--- src/rtl/cmdseq_pkg.sv ---
package cmdseq_pkg;

    localparam int CMD_AW = 15;

    localparam logic [CMD_AW-1:0] ADR_MAIN = 15'h5555;
    localparam logic [CMD_AW-1:0] ADR_ALT  = 15'h2AAA;

    localparam logic [7:0] D_LEAD   = 8'hAA;
    localparam logic [7:0] D_SECOND = 8'h55;
    localparam logic [7:0] D_UNLOCK = 8'hA0;
    localparam logic [7:0] D_EXTEND = 8'h80;
    localparam logic [7:0] D_IDEXIT = 8'hF0;
    localparam logic [7:0] D_ERASE  = 8'h10;
    localparam logic [7:0] D_IDENT  = 8'h60;

    typedef enum logic [2:0] {
        SQ_IDLE,
        SQ_GOT1,
        SQ_GOT2,
        SQ_GOT3,
        SQ_GOT4,
        SQ_GOT5
    } seq_state_e;

    typedef struct packed {
        logic unlock;
        logic erase;
        logic id_enter;
        logic id_exit;
        logic load;
    } seq_event_t;

    function automatic logic cmd_hit(
        input logic [CMD_AW-1:0] a,
        input logic [7:0]        d,
        input logic [CMD_AW-1:0] exp_a,
        input logic [7:0]        exp_d
    );
        return (a == exp_a) && (d == exp_d);
    endfunction

endpackage

--- src/rtl/cmdseq_matcher.sv ---
module cmdseq_matcher
    import cmdseq_pkg::*;
#(
    parameter int   ADDR_W     = 17,
    parameter logic PROT_RESET = 1'b1
) (
    input  logic              clk,
    input  logic              rst,
    input  logic              wr_valid,
    input  logic [ADDR_W-1:0] wr_addr,
    input  logic [7:0]        wr_data,
    input  logic              window_open,
    input  logic              erase_busy,
    output seq_event_t        ev,
    output logic              prot_en,
    output logic              id_mode
);

    seq_state_e        state_q, state_d;
    logic [CMD_AW-1:0] cmd_addr;
    logic              accept;

    assign cmd_addr = wr_addr[CMD_AW-1:0];
    assign accept   = wr_valid && !erase_busy;

    always_comb begin
        state_d = state_q;
        ev      = '0;
        if (accept) begin
            if (window_open) begin
                ev.load = 1'b1;
            end else begin
                unique case (state_q)
                    SQ_IDLE: begin
                        if (cmd_hit(cmd_addr, wr_data, ADR_MAIN, D_LEAD))
                            state_d = SQ_GOT1;
                        else if (!prot_en)
                            ev.load = 1'b1;
                    end
                    SQ_GOT1: state_d = cmd_hit(cmd_addr, wr_data, ADR_ALT, D_SECOND)
                                       ? SQ_GOT2 : SQ_IDLE;
                    SQ_GOT2: begin
                        state_d = SQ_IDLE;
                        if (cmd_addr == ADR_MAIN) begin
                            if (wr_data == D_UNLOCK)      ev.unlock  = 1'b1;
                            else if (wr_data == D_EXTEND) state_d    = SQ_GOT3;
                            else if (wr_data == D_IDEXIT) ev.id_exit = 1'b1;
                        end
                    end
                    SQ_GOT3: state_d = cmd_hit(cmd_addr, wr_data, ADR_MAIN, D_LEAD)
                                       ? SQ_GOT4 : SQ_IDLE;
                    SQ_GOT4: state_d = cmd_hit(cmd_addr, wr_data, ADR_ALT, D_SECOND)
                                       ? SQ_GOT5 : SQ_IDLE;
                    SQ_GOT5: begin
                        state_d = SQ_IDLE;
                        if (cmd_addr == ADR_MAIN) begin
                            if (wr_data == D_ERASE)      ev.erase    = 1'b1;
                            else if (wr_data == D_IDENT) ev.id_enter = 1'b1;
                        end
                    end
                    default: state_d = SQ_IDLE;
                endcase
            end
        end
    end

    always_ff @(posedge clk) begin
        if (rst) begin
            state_q <= SQ_IDLE;
            prot_en <= PROT_RESET;
            id_mode <= 1'b0;
        end else begin
            state_q <= state_d;
            if (ev.unlock)
                prot_en <= 1'b1;
            if (ev.id_enter)
                id_mode <= 1'b1;
            else if (ev.id_exit)
                id_mode <= 1'b0;
        end
    end

endmodule

--- src/rtl/cmdseq_load_window.sv ---
module cmdseq_load_window #(
    parameter int ADDR_W        = 17,
    parameter int WINDOW_CYCLES = 60000
) (
    input  logic              clk,
    input  logic              rst,
    input  logic              open_req,
    input  logic              load_req,
    input  logic [ADDR_W-1:0] wr_addr,
    input  logic [7:0]        wr_data,
    output logic              load_valid,
    output logic [ADDR_W-1:0] load_addr,
    output logic [7:0]        load_data,
    output logic              window_open,
    output logic              page_commit
);

    localparam int TW = $clog2(WINDOW_CYCLES + 1);

    logic [TW-1:0] quiet_left;

    always_ff @(posedge clk) begin
        if (rst) begin
            load_valid  <= 1'b0;
            load_addr   <= '0;
            load_data   <= '0;
            window_open <= 1'b0;
            page_commit <= 1'b0;
            quiet_left  <= '0;
        end else begin
            load_valid  <= load_req;
            page_commit <= 1'b0;
            if (load_req) begin
                load_addr <= wr_addr;
                load_data <= wr_data;
            end
            if (load_req || open_req) begin
                window_open <= 1'b1;
                quiet_left  <= TW'(WINDOW_CYCLES);
            end else if (window_open) begin
                if (quiet_left == TW'(1)) begin
                    window_open <= 1'b0;
                    page_commit <= 1'b1;
                    quiet_left  <= '0;
                end else begin
                    quiet_left <= quiet_left - TW'(1);
                end
            end
        end
    end

endmodule

--- src/rtl/cmdseq_erase_timer.sv ---
module cmdseq_erase_timer #(
    parameter int ERASE_CYCLES = 10000000
) (
    input  logic clk,
    input  logic rst,
    input  logic start_req,
    output logic erase_start,
    output logic erase_busy
);

    localparam int CW = $clog2(ERASE_CYCLES + 1);

    logic [CW-1:0] remain;

    always_ff @(posedge clk) begin
        if (rst) begin
            erase_start <= 1'b0;
            remain      <= '0;
        end else begin
            erase_start <= start_req;
            if (start_req)
                remain <= CW'(ERASE_CYCLES);
            else if (remain != '0)
                remain <= remain - CW'(1);
        end
    end

    assign erase_busy = (remain != '0);

endmodule

--- src/rtl/cmdseq_decoder.sv ---
module cmdseq_decoder
    import cmdseq_pkg::*;
#(
    parameter int   ADDR_W        = 17,
    parameter int   WINDOW_CYCLES = 60000,
    parameter int   ERASE_CYCLES  = 10000000,
    parameter logic PROT_RESET    = 1'b1
) (
    input  logic              clk,
    input  logic              rst,
    input  logic              wr_valid,
    input  logic [ADDR_W-1:0] wr_addr,
    input  logic [7:0]        wr_data,
    output logic              load_valid,
    output logic [ADDR_W-1:0] load_addr,
    output logic [7:0]        load_data,
    output logic              load_open,
    output logic              page_commit,
    output logic              erase_start,
    output logic              erase_busy,
    output logic              prot_en,
    output logic              id_mode
);

    seq_event_t ev;

    cmdseq_matcher #(
        .ADDR_W     (ADDR_W),
        .PROT_RESET (PROT_RESET)
    ) matcher_i (
        .clk         (clk),
        .rst         (rst),
        .wr_valid    (wr_valid),
        .wr_addr     (wr_addr),
        .wr_data     (wr_data),
        .window_open (load_open),
        .erase_busy  (erase_busy),
        .ev          (ev),
        .prot_en     (prot_en),
        .id_mode     (id_mode)
    );

    cmdseq_load_window #(
        .ADDR_W        (ADDR_W),
        .WINDOW_CYCLES (WINDOW_CYCLES)
    ) window_i (
        .clk         (clk),
        .rst         (rst),
        .open_req    (ev.unlock),
        .load_req    (ev.load),
        .wr_addr     (wr_addr),
        .wr_data     (wr_data),
        .load_valid  (load_valid),
        .load_addr   (load_addr),
        .load_data   (load_data),
        .window_open (load_open),
        .page_commit (page_commit)
    );

    cmdseq_erase_timer #(
        .ERASE_CYCLES (ERASE_CYCLES)
    ) erase_i (
        .clk         (clk),
        .rst         (rst),
        .start_req   (ev.erase),
        .erase_start (erase_start),
        .erase_busy  (erase_busy)
    );

endmodule

--- config.mk ---
export PLATFORM = sky130hd
export DESIGN_NAME = cmdseq_decoder
export DESIGN_NICKNAME = d
export VERILOG_FILES = /design/src/rtl/cmdseq_pkg.sv /design/src/rtl/cmdseq_matcher.sv /design/src/rtl/cmdseq_load_window.sv /design/src/rtl/cmdseq_erase_timer.sv /design/src/rtl/cmdseq_decoder.sv
export SDC_FILE = /design/constraint.sdc
export NUM_CORES = 1
export LEC_CHECK = 0
export ABC_AREA = 1
export BUFFER_PORTS_ARGS = -buffer_cell sky130_fd_sc_hd__buf_2
export CAP_MARGIN = 20
export CORE_MARGIN = 1
export CORE_UTILIZATION = 47
export CTS_BUF_LIST = sky130_fd_sc_hd__clkbuf_8
export DETAILED_ROUTE_END_ITERATION = 16
export GPL_TIMING_DRIVEN = 0
export PLACE_DENSITY_LB_ADDON = 0.3
export RECOVER_POWER = 100
export SLEW_MARGIN = 30
export SYNTH_ARGS = -nofsm -noshare
export SYNTH_HDL_FRONTEND = slang
export SYNTH_SLANG_ARGS = --single-unit
--- constraint.sdc ---
create_clock -name clk -period 1.7 [get_ports clk]
set_input_delay 0.085 -clock clk [delete_from_list [all_inputs] [get_ports clk]]
set_output_delay 0.085 -clock clk [all_outputs]
set_load 0.03 [all_outputs]
; Word-level counts from Yosys, hierarchy flattened
; Cells that the tools add are included.
; W data, S select, Z words.
[totals]
reg_bits = 73
output_inout_bits = 32
input_bits = 28
word_cells = 80
[op_classes]
n_eq_ne = 16
n_reduce_logical = 14
mux = 35
n_addsub = 2
bitwise_logic = 1
[ops]
columns = operator, count
row1 = $mux W16, 3
row2 = $mux W24, 2
row3 = $eq A8 B8 Y1 const B, 4
row4 = $reduce_bool A24 Y1, 1
row5 = $sub A24 B1 Y24 const B, 1
row6 = $mux W1, 18
row7 = $eq A16 B1 Y1 const B, 1
row8 = $eq A8 B7 Y1 const B, 2
row9 = $sub A16 B1 Y16 const B, 1
row10 = $eq A15 B14 Y1 const B, 1
row11 = $eq A15 B15 Y1 const B, 1
row12 = $mux W3, 5
row13 = $pmux W3 S5, 1
row14 = $eq A8 B5 Y1 const B, 1
row15 = $mux W2, 4
row16 = $eq A3 B2 Y1 const B, 2
row17 = $eq A3 B3 Y1 const B, 2
row18 = $reduce_bool A2 Y1, 3
row19 = $mux W5, 1
row20 = $mux W4, 1
row21 = $reduce_or A2 Y1, 2
row22 = $eq A3 B1 Y1 const B, 1
row23 = $logic_and A1 B1 Y1, 3
row24 = $logic_not A3 Y1, 1
row25 = other kinds (6), 6

; Logic depth before layout (Yosys ltp)
; Gate-level depths: netlist of run 1.
[depth]
word_depth = 10
mapped_depth = 12
ltp_nobuf = 11

; Cells and area by module
; A second synthesis of run 1 with hierarchy kept.
[hier_totals]
cells_unflattened = 643
hier_area_um2 = 4177.8
[by_module_without_submodules]
columns = mod, area_per_inst_um2, seq_area_each_um2, cells_each, n_inst
row1 = cmdseq_load_window, 1919.3, 880.8, 262, 1
row2 = cmdseq_erase_timer, 1476.4, 500.5, 218, 1
row3 = cmdseq_matcher, 782.0, 80.1, 163, 1

; Worst setup path before layout of run 1
; No wires, ideal clock.
[synth_path]
kind = register to register
start = reg erase_i.remain[0]
end = reg erase_i.remain[3]
t_arrival_ns = 1.665
t_required_ns = 1.585
path_stages_with_launch = 11
setup_slack_ns = -0.080
setup_time_ns = 0.115
n_path_buf = 1
synth_period_minus_slack_ns = 1.780
path_cell_list = dfxtp_1 inv_1 ha_1 nand3_1 nor2_2 nand3_4 nor2_8 nand3b_2 nand2_2 buf_6 nor2_1
[synth_between]
elab_chain_len = 5
word_cells_on_any_way = 6
cone_classes = add/sub: 1 / mux: 1 / reduce/logical: 4
[synth_rtl]
columns = item, line
row1 = "start, declared", cmdseq_erase_timer.sv:13  ; logic [CW-1:0] remain;
row2 = "start signal, assigned", cmdseq_erase_timer.sv:22  ; remain <= CW'(ERASE_CYCLES);
row3 = "start signal, assigned", cmdseq_erase_timer.sv:24  ; remain <= remain - CW'(1);
row4 = $reduce_bool A24 Y1 (*), cmdseq_erase_timer.sv:28  ; assign erase_busy = (remain != '0);
row5 = via erase_busy, cmdseq_decoder.sv:20  ; output logic erase_busy,
row6 = $logic_not A1 Y1, cmdseq_matcher.sv:24  ; assign accept = wr_valid && !erase_busy;
row7 = $logic_and A1 B1 Y1, cmdseq_matcher.sv:24
row8 = $mux W5, cmdseq_matcher.sv:29  ; if (accept) begin
row9 = $reduce_or A2 Y1 (no line), --
; The timed path passes the listed nets; every way through them passes the cells marked *.
; A chain may end at the register's enable or synchronous reset.

; Worst setup path after layout of run 1
[layout_path]
start = reg erase_i.remain[0]
end = reg erase_i.remain[14]
[layout_between]
elab_chain_len = 5
word_cells_on_any_way = 6
cone_classes = add/sub: 1 / mux: 1 / reduce/logical: 4
[layout_rtl]
columns = item
row1 = "parallel branches: the longest is 5 deep, another holds $sub A24 B1 Y24"
; Parallel ways; which one is timed is not known.

==> results of run 1 <==
==> routing by layer <==
| layer | routed length (um) | GRT usage | vias to the layer above |
|---|---|---|---|
| li1 | - | - | 2206 |
| met1 | 5061 | 0.3196 | 2002 |
| met2 | 5471 | 0.4293 | 144 |
| met3 | 554 | 0.03462 | 22 |
| met4 | 228 | 0.1111 | 0 |
| met5 | 0 | 0 | - |
==> flip-flops by register name, summed over array words and instances (netlist names) <==
signal	count
erase_i.remain	24
window_i.load_addr	17
window_i.quiet_left	16
window_i.load_data	8
matcher_i.state_q	3
erase_i.erase_start	1
matcher_i.id_mode	1
window_i.load_valid	1
window_i.page_commit	1
window_i.window_open	1
==> layout make-up <==
cell class / instances / area (um2) / share of cell area
clock inverters: 4 / 50.05 / 0.009747
multi-input cells: 481 / 2466 / 0.4803
repair buffers: 83 / 484.2 / 0.09430
clock buffers: 12 / 165.2 / 0.03216
well taps: 105 / 131.4 / 0.02558
flip-flops and latches: 73 / 1471 / 0.2865
plain buffers: 16 / 117.6 / 0.02290
inverters: 65 / 249.0 / 0.04849
==> critical path, delay by kind of cell, from the launching register on <==
family        cells  cell delay, ns
buf+inv           2            0.23
simple gates      7            0.85
flops             1            0.36
fa+ha+maj         1            0.16
==> stage by stage <==
stage	util	TNS [ns]	setup slack (ns)	cell area, um2	cells
finish	0.6218	0	0.002912	5135	839
global route	0.6218	-1.425	-0.07626	5135	839
CTS	0.5953	-0.04088	-0.01796	4916	829
detailed placement	0.5427	-10.92	-0.3265	4482	798
global placement	0.5427	-8.511	-0.2675	4482	798
floorplan	-	0	0.0007939	4060	635
==> layout by cell type, fill, tap and decap left out, drive strengths merged <==
cell,count
bufinv,1
ha,4
clkinvlp,2
nand2,130
inv,65
xor2,15
buf,58
or2,3
nand3b,5
dlygate4sd3,2
o21bai,1
xnor2,3
nand4,15
nor3,18
o21ai,28
nor2,169
o22ai,1
nand3,65
a21oi,21
a21boi,1
clkbuf,51
conb,1
a31oi,1
clkinv,1
dfxtp,73
==> power by group through the flow <==
stage	clock, uW	sequential (uW)	combinational, uW
floorplan	0	2130	2290
detailed placement	0	2180	2830
finish	1470	2210	3520
global placement	0	2180	2790
CTS	1480	2170	3190
global route	1570	2230	3910
==> cells by family (layout without fill, tap and decap cells) <==
logic type               count (synthesis)  in the layout
AO/OA/AOI/OAI                           53             53
XOR/XNOR                                18             18
adder cells (fa/ha/maj)                  4              4
buffers and inverters                   81            180
flip-flops                              73             73
other                                    1              1
AND/OR/NAND/NOR                        405            405
==> worst paths after layout <==
path / startpoint / endpoint / slack, ns / cells after the start
max reg2reg: erase_i.remain[0] / erase_i.remain[14] / 0.003 / 10
min reg2reg: window_i.load_addr[2] / window_i.load_addr[2] / 0.48 / 2
min: wr_addr[7] / window_i.load_addr[7] / 0.009 / 3
max: erase_i.remain[0] / erase_i.remain[14] / 0.003 / 10
==> what timing repair did <==
| item | CTS | global route |
|---|---|---|
| setup buffers | 11 | 9 |
| gates resized for setup | 34 | 75 |
| hold endpoints to repair | 4 | 0 |
| hold buffers | 2 | 0 |
| gates cloned | 2 | 1 |
| pin swaps | 7 | 33 |
| setup endpoints to repair | 73 | 69 |
==> flow_summary.rst, run 1 <==
.. list-table::
   :header-rows: 1

   * - Metric
     - Value
   * - Outcome
     - finished, final reports clean
   * - CTS tree
     - yes
   * - Class of the most critical setup path
     - register to register
   * - Internal power consumption
     - 4112 uW
   * - Count of antenna-violating nets left after detailed routing
     - 0
   * - Router iterations before antenna repair
     - 5
   * - Total routing resource utilization after global routing
     - 0.2536
   * - Period utilisation layout
     - 0.9983
   * - Max stage delay on crit path
     - 0.36 ns
   * - Port Buf Inserts
     - 58
   * - Area fraction in compound gates after synthesis
     - 0.06741
   * - Area fraction in and, or, nand and nor cells after synthesis
     - 0.4372
   * - Total setup violations reported at the end of the flow
     - 0
   * - Post-DP HPWL
     - 8015 um
   * - Adder-cell share of the synthesized area
     - 0.01237
   * - Initial antenna violation count
     - 0
   * - Signal arrival time at the worst endpoint
     - 1.94 ns
   * - Max IR drop VDD
     - 0.6620 mV
   * - Fill cell instance count of the final layout
     - 776
   * - Top-area cell type share of the netlist area
     - 0.3612
   * - CTS H-tree lvls
     - 3
   * - Ranking of synthesized cells by instance count
     - 158 x sky130_fd_sc_hd__nor2_1, 128 x sky130_fd_sc_hd__nand2_1, 73 x sky130_fd_sc_hd__dfxtp_1
   * - Hold slack
     - 0.008651 ns
   * - Total wire length
     - 11,320 um
   * - Worst hold-check path type
     - primary input to register
   * - Largest net degree at the start of global routing
     - 13
   * - Total power divided by cell area
     - 1402 nW/um2
   * - Netlist cell types
     - 32
   * - Number of cell rows
     - 33
   * - Antenna fix cells
     - 0
   * - Max stage delay cell, worst path
     - sky130_fd_sc_hd__dfxtp_4
   * - Proportion of total power due to net switching
     - 0.4289
   * - Post-route DRC
     - 0
   * - Core footprint
     - 8258 um2
   * - Drt first-iter violations
     - 200
   * - Clock latency on the worst-skew pair
     - 0.35 ns
   * - Via Count
     - 4,374
   * - List of cells traversed by the critical path
     - inv_4 -> ha_4 -> nand3_4 -> nor2_4 -> nand3_4 -> nor2_8 -> nand3b_4 -> nand2_8 -> clkbuf_16 -> nor2_1
   * - Combined area of all synthesized cells
     - 4046 um2
   * - Final nets
     - 761
   * - Most used DFF post-synth
     - sky130_fd_sc_hd__dfxtp_1
   * - Leakage
     - 0.002416 uW
   * - Total congestion overflow
     - 0
   * - Synth Area in XOR/XNOR
     - 0.03896
   * - Portion of total power attributed to sequential cells
     - 0.307
   * - Crit start category
     - register
   * - RSZ-0062 raised after global routing
     - yes
   * - Maximum clock rate
     - 0.5892 GHz
   * - Number of flops mapped to enable cells by yosys
     - 0
   * - Vias in the first global route
     - 3,908
   * - Part of the Yosys area used for sequential elements
     - 0.3612
   * - Max-cap violations
     - 0
   * - Dominant combinational cell family by area after synthesis
     - simple AND/OR/NAND/NOR gates
   * - P&R area growth vs syn
     - 26.90%
   * - Weighted congestion at the end of routability-driven global placement
     - 0.9078
   * - Cell seen most often among critical-path stages
     - sky130_fd_sc_hd__nand3_4
   * - Combinational cell fraction of total power
     - 0.489
   * - Detail-routed via count per cell
     - 5.213
   * - Number of clock sinks
     - 73
   * - Post-synthesis register bit count
     - 73
   * - Net switching power
     - 3089 uW
   * - Area leader, netlist
     - sky130_fd_sc_hd__dfxtp_1
   * - Final setup skew
     - 0.01342 ns
   * - Critical path endpoint category
     - register
   * - Die width
     - 94.79 um
   * - Multiplexer share of the synthesized area
     - 0
   * - Gate count after technology mapping
     - 635
   * - Global-route wire length before repair
     - 17,830 um
   * - Worst-case headroom to the max-slew limit
     - 0.4973
   * - Average wire per standard cell
     - 13.49 um
   * - Clock root buffer
     - sky130_fd_sc_hd__clkbuf_8
   * - Largest fanout of any net on the critical path
     - 6
   * - Count of final max-slew check failures
     - 0
   * - Worst endpoint required time
     - 1.94 ns
   * - Clock group share of total power
     - 0.204
   * - TritonCTS buffer count
     - 9
   * - Largest cells by area after synthesis
     - sky130_fd_sc_hd__dfxtp_1 36%, sky130_fd_sc_hd__nor2_1 15%, sky130_fd_sc_hd__nand2_1 12%
   * - Post-Synthesis Net Count
     - 667
   * - Initial cell density of the core
     - 0.4900
   * - Fraction of registers with async set or reset after synthesis
     - 0
   * - Total die area
     - 8984 um2
   * - Yosys warns
     - 0
   * - Time the worst path needs with I/O delays and setup
     - 1.697 ns
   * - Die span in y
     - 94.79 um
   * - Layout cells sized above 1
     - 0.1935
   * - Actual transition at the worst max-transition pin
     - 0.7483 ns
   * - Buffers from clock root to sink, at most
     - 2
   * - Most common cell in the netlist
     - sky130_fd_sc_hd__nor2_1
   * - Number of hold-slack violations in the final timing report
     - 0
   * - Total design power
     - 7201 uW
   * - Clock-pin transition on the worst setup and hold timing paths
     - 0.08 ns
   * - Average instance area after synthesis
     - 6.372 um2
   * - Top-level port count
     - 60
No activity file was read; power rests on OpenSTA's default activity.
==> run 2, diff against run 1 <==
--- a/config.mk
+++ b/config.mk
@@ -12,4 +12,5 @@
 export CORE_UTILIZATION = 47
 export CTS_BUF_LIST = sky130_fd_sc_hd__clkbuf_8
+export CTS_CLUSTER_DIAMETER = 120
 export DETAILED_ROUTE_END_ITERATION = 16
 export GPL_TIMING_DRIVEN = 0
==> constraint.sdc (replaced) <==
create_clock -name clk -period 1.7 [get_ports clk]
set_input_delay 0.085 -clock clk [delete_from_list [all_inputs] [get_ports clk]]
set_output_delay 0.085 -clock clk [all_outputs]
set_load 0.05 [all_outputs]
==> run 2 against run 1 <==
Net effect: the run now ends with negative hold slack, negative setup slack left; critical path depth down 3; combinational power is 19% higher; register-to-register slack hardly changed; maximum frequency fell by 1.9%; hold slack got worse by 0.013 ns; utilization is 0.88 points higher; die area is the same; final area increased by 1.4%; cell count increased by 1.3%; first-iteration DRC count up 41%; critical endpoint is now erase_busy.
==> flow_summary.rst, run 2 (synthesis results as in run 1) <==
.. list-table::
   :header-rows: 1

   * - Metric
     - Value
   * - Outcome
     - finished, violations left (was finished, final reports clean)
   * - Failing checks
     - negative hold slack, negative setup slack
   * - Average wire per standard cell
     - 13.78 um (was 13.49 um)
   * - Top-level port count
     - 60 (unchanged)
   * - Count of final max-slew check failures
     - 0 (unchanged)
   * - Weighted congestion at the end of routability-driven global placement
     - 0.9291 (was 0.9078)
   * - Max-cap violations
     - 0 (unchanged)
   * - Detail-routed via count per cell
     - 5.251 (was 5.213)
   * - Fill cell instance count of the final layout
     - 786 (was 776)
   * - Critical path endpoint category
     - primary output (was register)
   * - Time the worst path needs with I/O delays and setup
     - 1.730 ns (was 1.697 ns)
   * - Dominant delay contributor by cell family on the critical path
     - buffers and inverters (was simple AND/OR/NAND/NOR gates)
   * - CTS H-tree lvls
     - 3 (unchanged)
   * - Minimum setup slack after placement
     - -0.2638 ns (was -0.3265 ns)
   * - Global-route wire length before repair
     - 17,990 um (was 17,830 um)
   * - Total die area
     - 8984 um2 (unchanged)
   * - Signal arrival time at the worst endpoint
     - 1.65 ns (was 1.94 ns)
   * - Router iterations before antenna repair
     - 5 (unchanged)
   * - Initial antenna violation count
     - 0 (unchanged)
   * - Class of the most critical setup path
     - register to primary output (was register to register)
   * - Via Count
     - 4,463 (was 4,374)
   * - Drt first-iter violations
     - 281 (was 200)
   * - Hold slack
     - -0.003894 ns (was 0.008651 ns)
   * - Cell count along the critical path
     - 7 (was 10)
   * - Worst-case headroom to the max-slew limit
     - 0.4987 (was 0.4973)
   * - Max stage delay cell, worst path
     - sky130_fd_sc_hd__dfxtp_2 (was sky130_fd_sc_hd__dfxtp_4)
   * - Count of antenna-violating nets left after detailed routing
     - 0 (unchanged)
   * - Layout Utilization
     - 0.6306 (was 0.6218)
   * - Biggest regs
     - erase_i.remain: 24 flops, window_i.load_addr: 17 flops, window_i.quiet_left: 16 flops (unchanged)
   * - Total wire length
     - 11,720 um (was 11,320 um)
   * - Post-DP HPWL
     - 8036 um (was 8015 um)
   * - Final setup skew
     - 0.01634 ns (was 0.01342 ns)
   * - Largest net degree at the start of global routing
     - 13 (unchanged)
   * - Layout cells sized above 1
     - 0.1987 (was 0.1935)
   * - Buffers from clock root to sink, at most
     - 2 (unchanged)
   * - Number of hold-slack violations in the final timing report
     - 1 (was 0)
   * - Largest fanout of any net on the critical path
     - 5 (was 6)
   * - Port Buf Inserts
     - 58 (unchanged)
   * - Flip-flop count of the largest register after layout
     - 24 (unchanged)
   * - Least setup slack across all paths after layout
     - -0.03003 ns (was 0.002912 ns)
   * - Leakage
     - 0.002456 uW (was 0.002416 uW)
   * - Total setup violations reported at the end of the flow
     - 1 (was 0)
   * - Cell seen most often among critical-path stages
     - sky130_fd_sc_hd__nand3_4 (unchanged)
   * - CTS tree
     - yes (unchanged)
   * - Max stage delay on crit path
     - 0.35 ns (was 0.36 ns)
   * - Actual transition at the worst max-transition pin
     - 0.7462 ns (was 0.7483 ns)
   * - RSZ-0062 raised after global routing
     - yes (unchanged)
   * - Leading cell type in the layout, fill and taps excluded
     - sky130_fd_sc_hd__nor2_1 (unchanged)
   * - Total power divided by cell area
     - 1504 nW/um2 (was 1402 nW/um2)
   * - Maximum clock rate
     - 0.5780 GHz (was 0.5892 GHz)
   * - Register ranked first by flip-flop count
     - erase_i.remain (unchanged)
   * - Destination of the worst register-to-register timing path
     - window_i.load_data[5] (was erase_i.remain[14])
   * - Final nets
     - 773 (was 761)
   * - Worst endpoint required time
     - 1.62 ns (was 1.94 ns)
   * - Number of clock sinks
     - 73 (unchanged)
   * - Clock latency on the worst-skew pair
     - 0.36 ns (was 0.35 ns)
   * - Max IR drop VDD
     - 0.7929 mV (was 0.6620 mV)
   * - Post-route DRC
     - 0 (unchanged)
   * - List of cells traversed by the critical path
     - inv_4 -> ha_4 -> nand3_4 -> nor2_4 -> nand3_4 -> buf_4 -> buf_2 (was inv_4 -> ha_4 -> nand3_4 -> nor2_4 -> nand3_4 -> nor2_8 -> nand3b_4 -> nand2_8 -> clkbuf_16 -> nor2_1)
   * - Antenna fix cells
     - 0 (unchanged)
   * - Core footprint
     - 8258 um2 (unchanged)
   * - Crit start category
     - register (unchanged)
   * - Total design power
     - 7832 uW (was 7201 uW)
   * - TritonCTS buffer count
     - 9 (unchanged)
   * - Total routing resource utilization after global routing
     - 0.2558 (was 0.2536)
   * - Worst path buffer plus inverter count
     - 3 (was 2)
   * - Total congestion overflow
     - 0 (unchanged)
   * - Reg2reg setup slack
     - 0 ns (was 0.003 ns)
   * - Worst hold-check path type
     - primary input to register (unchanged)
   * - End point of the critical path
     - erase_busy (was erase_i.remain[14])
   * - Worst-case reg-to-reg path depth
     - 10 (unchanged)
   * - Die span in y
     - 94.79 um (unchanged)
   * - Area taken by flip-flops and latches
     - 1485 um2 (was 1471 um2)
   * - CP startpoint
     - erase_i.remain[0] (unchanged)
   * - Die width
     - 94.79 um (unchanged)
   * - Number of cell rows
     - 33 (unchanged)
   * - Initial cell density of the core
     - 0.4900 (unchanged)
   * - Non-filler cells in the finished layout
     - 850 (was 839)
   * - P&R area growth vs syn
     - 28.69% (was 26.90%)
   * - Clock root buffer
     - sky130_fd_sc_hd__clkbuf_8 (unchanged)
   * - Launch instance of the worst register-to-register path
     - erase_i.remain[0] (unchanged)
   * - Number of placed instances with taps included
     - 798 (unchanged)
   * - Commonest cells after routing, fill and taps aside
     - 148 x sky130_fd_sc_hd__nor2_1, 118 x sky130_fd_sc_hd__nand2_1, 62 x sky130_fd_sc_hd__inv_1 (was 138 x sky130_fd_sc_hd__nor2_1, 121 x sky130_fd_sc_hd__nand2_1, 69 x sky130_fd_sc_hd__dfxtp_1)
   * - Clock-pin transition on the worst setup and hold timing paths
     - 0.09 ns (was 0.08 ns)
   * - Vias in the first global route
     - 4,042 (was 3,908)
   * - Period utilisation layout
     - 1.018 (was 0.9983)
   * - Multi-input gate area in the final layout
     - 2459 um2 (was 2466 um2)
-- run 2: cell types whose count changed in the layout (fill, tap and decap cells not counted), sizes merged --
cell         previous run  this run
buf                    58        67
clkinvlp                2         1
clkinv                  1         3
dlygate4sd3             2         5
clkbuf                 51        49
-- run 2: area by class of cell --
type                            count  area share
Inverter                           65     0.04781
Multi-Input combinational cell    481      0.4721
Timing Repair Buffer               95      0.1100
Clock buffer                       10     0.02643
Buffer                             16     0.02235
Tap cell                          105     0.02523
Sequential cell                    73      0.2852
Clock inverter                      5     0.01081
-- run 2: where the power goes --
| group | switching [uW] | leakage [uW] | internal [uW] |
|---|---|---|---|
| combinational | 2460 | 0.00176 | 1720 |
| sequential | 267 | 0.000597 | 1990 |
| clock | 685 | 0.0000981 | 708 |
| total | 3420 | 0.00246 | 4420 |
-- run 2: worst register-to-register path, cell delays in order (launching register included) --
cell,delay (ns)
sky130_fd_sc_hd__dfxtp_2,0.35
sky130_fd_sc_hd__inv_4,0.08
sky130_fd_sc_hd__ha_4,0.16
sky130_fd_sc_hd__nand3_1,0.11
sky130_fd_sc_hd__nor2_2,0.15
sky130_fd_sc_hd__nand3_2,0.11
sky130_fd_sc_hd__nor2_4,0.16
sky130_fd_sc_hd__nand2_4,0.11
sky130_fd_sc_hd__buf_6,0.16
sky130_fd_sc_hd__o21ai_1,0.15
sky130_fd_sc_hd__nor2_1,0.07
-- run 2: repair_timing --
action,CTS,global route
cloned,0,4
endpoints found under the hold margin,4,1
resized for setup,18,84
hold buffers,4,1
pin swaps,6,18
buffers inserted,11,18
endpoints found under the setup margin,43,64
-- run 2: through the flow --
stage | setup TNS [ns] | instance area (um2)
2_1_floorplan | -0.02068 | 4084
3_3_place_gp | -5.107 | 4506
3_5_place_dp | -5.455 | 4506
4_1_cts | 0 | 4867
5_1_grt | -1.660 | 5207
6_report | -0.03003 | 5207
-- run 2: how the worst min path moves through the flow --
| stage | start | to | slack [ns] | cells after the start |
|---|---|---|---|---|
| 2_1_floorplan | rst | window_i.quiet_left[5] | 0.15 | 1 |
| 3_3_place_gp | wr_addr[16] | window_i.load_addr[16] | 0.35 | 3 |
| 3_5_place_dp | rst | window_i.quiet_left[6] | 0.36 | 2 |
| 4_1_cts | wr_addr[9] | window_i.load_addr[9] | 0.0008 | 3 |
| 5_1_grt | wr_data[0] | window_i.load_data[0] | 0.03 | 3 |
| 6_report | wr_addr[7] | window_i.load_addr[7] | -0.004 | 3 |
-- run 2: routing by layer --
| metal | global-route usage | up-vias | part of all wire |
|---|---|---|---|
| met1 | 0.3247 | 2062 | 0.45 |
| met4 | 0.1073 | 0 | 0.017 |
| met5 | 0 | - | 0 |
| li1 | - | 2230 | - |
| met3 | 0.05314 | 19 | 0.061 |
| met2 | 0.4185 | 152 | 0.47 |
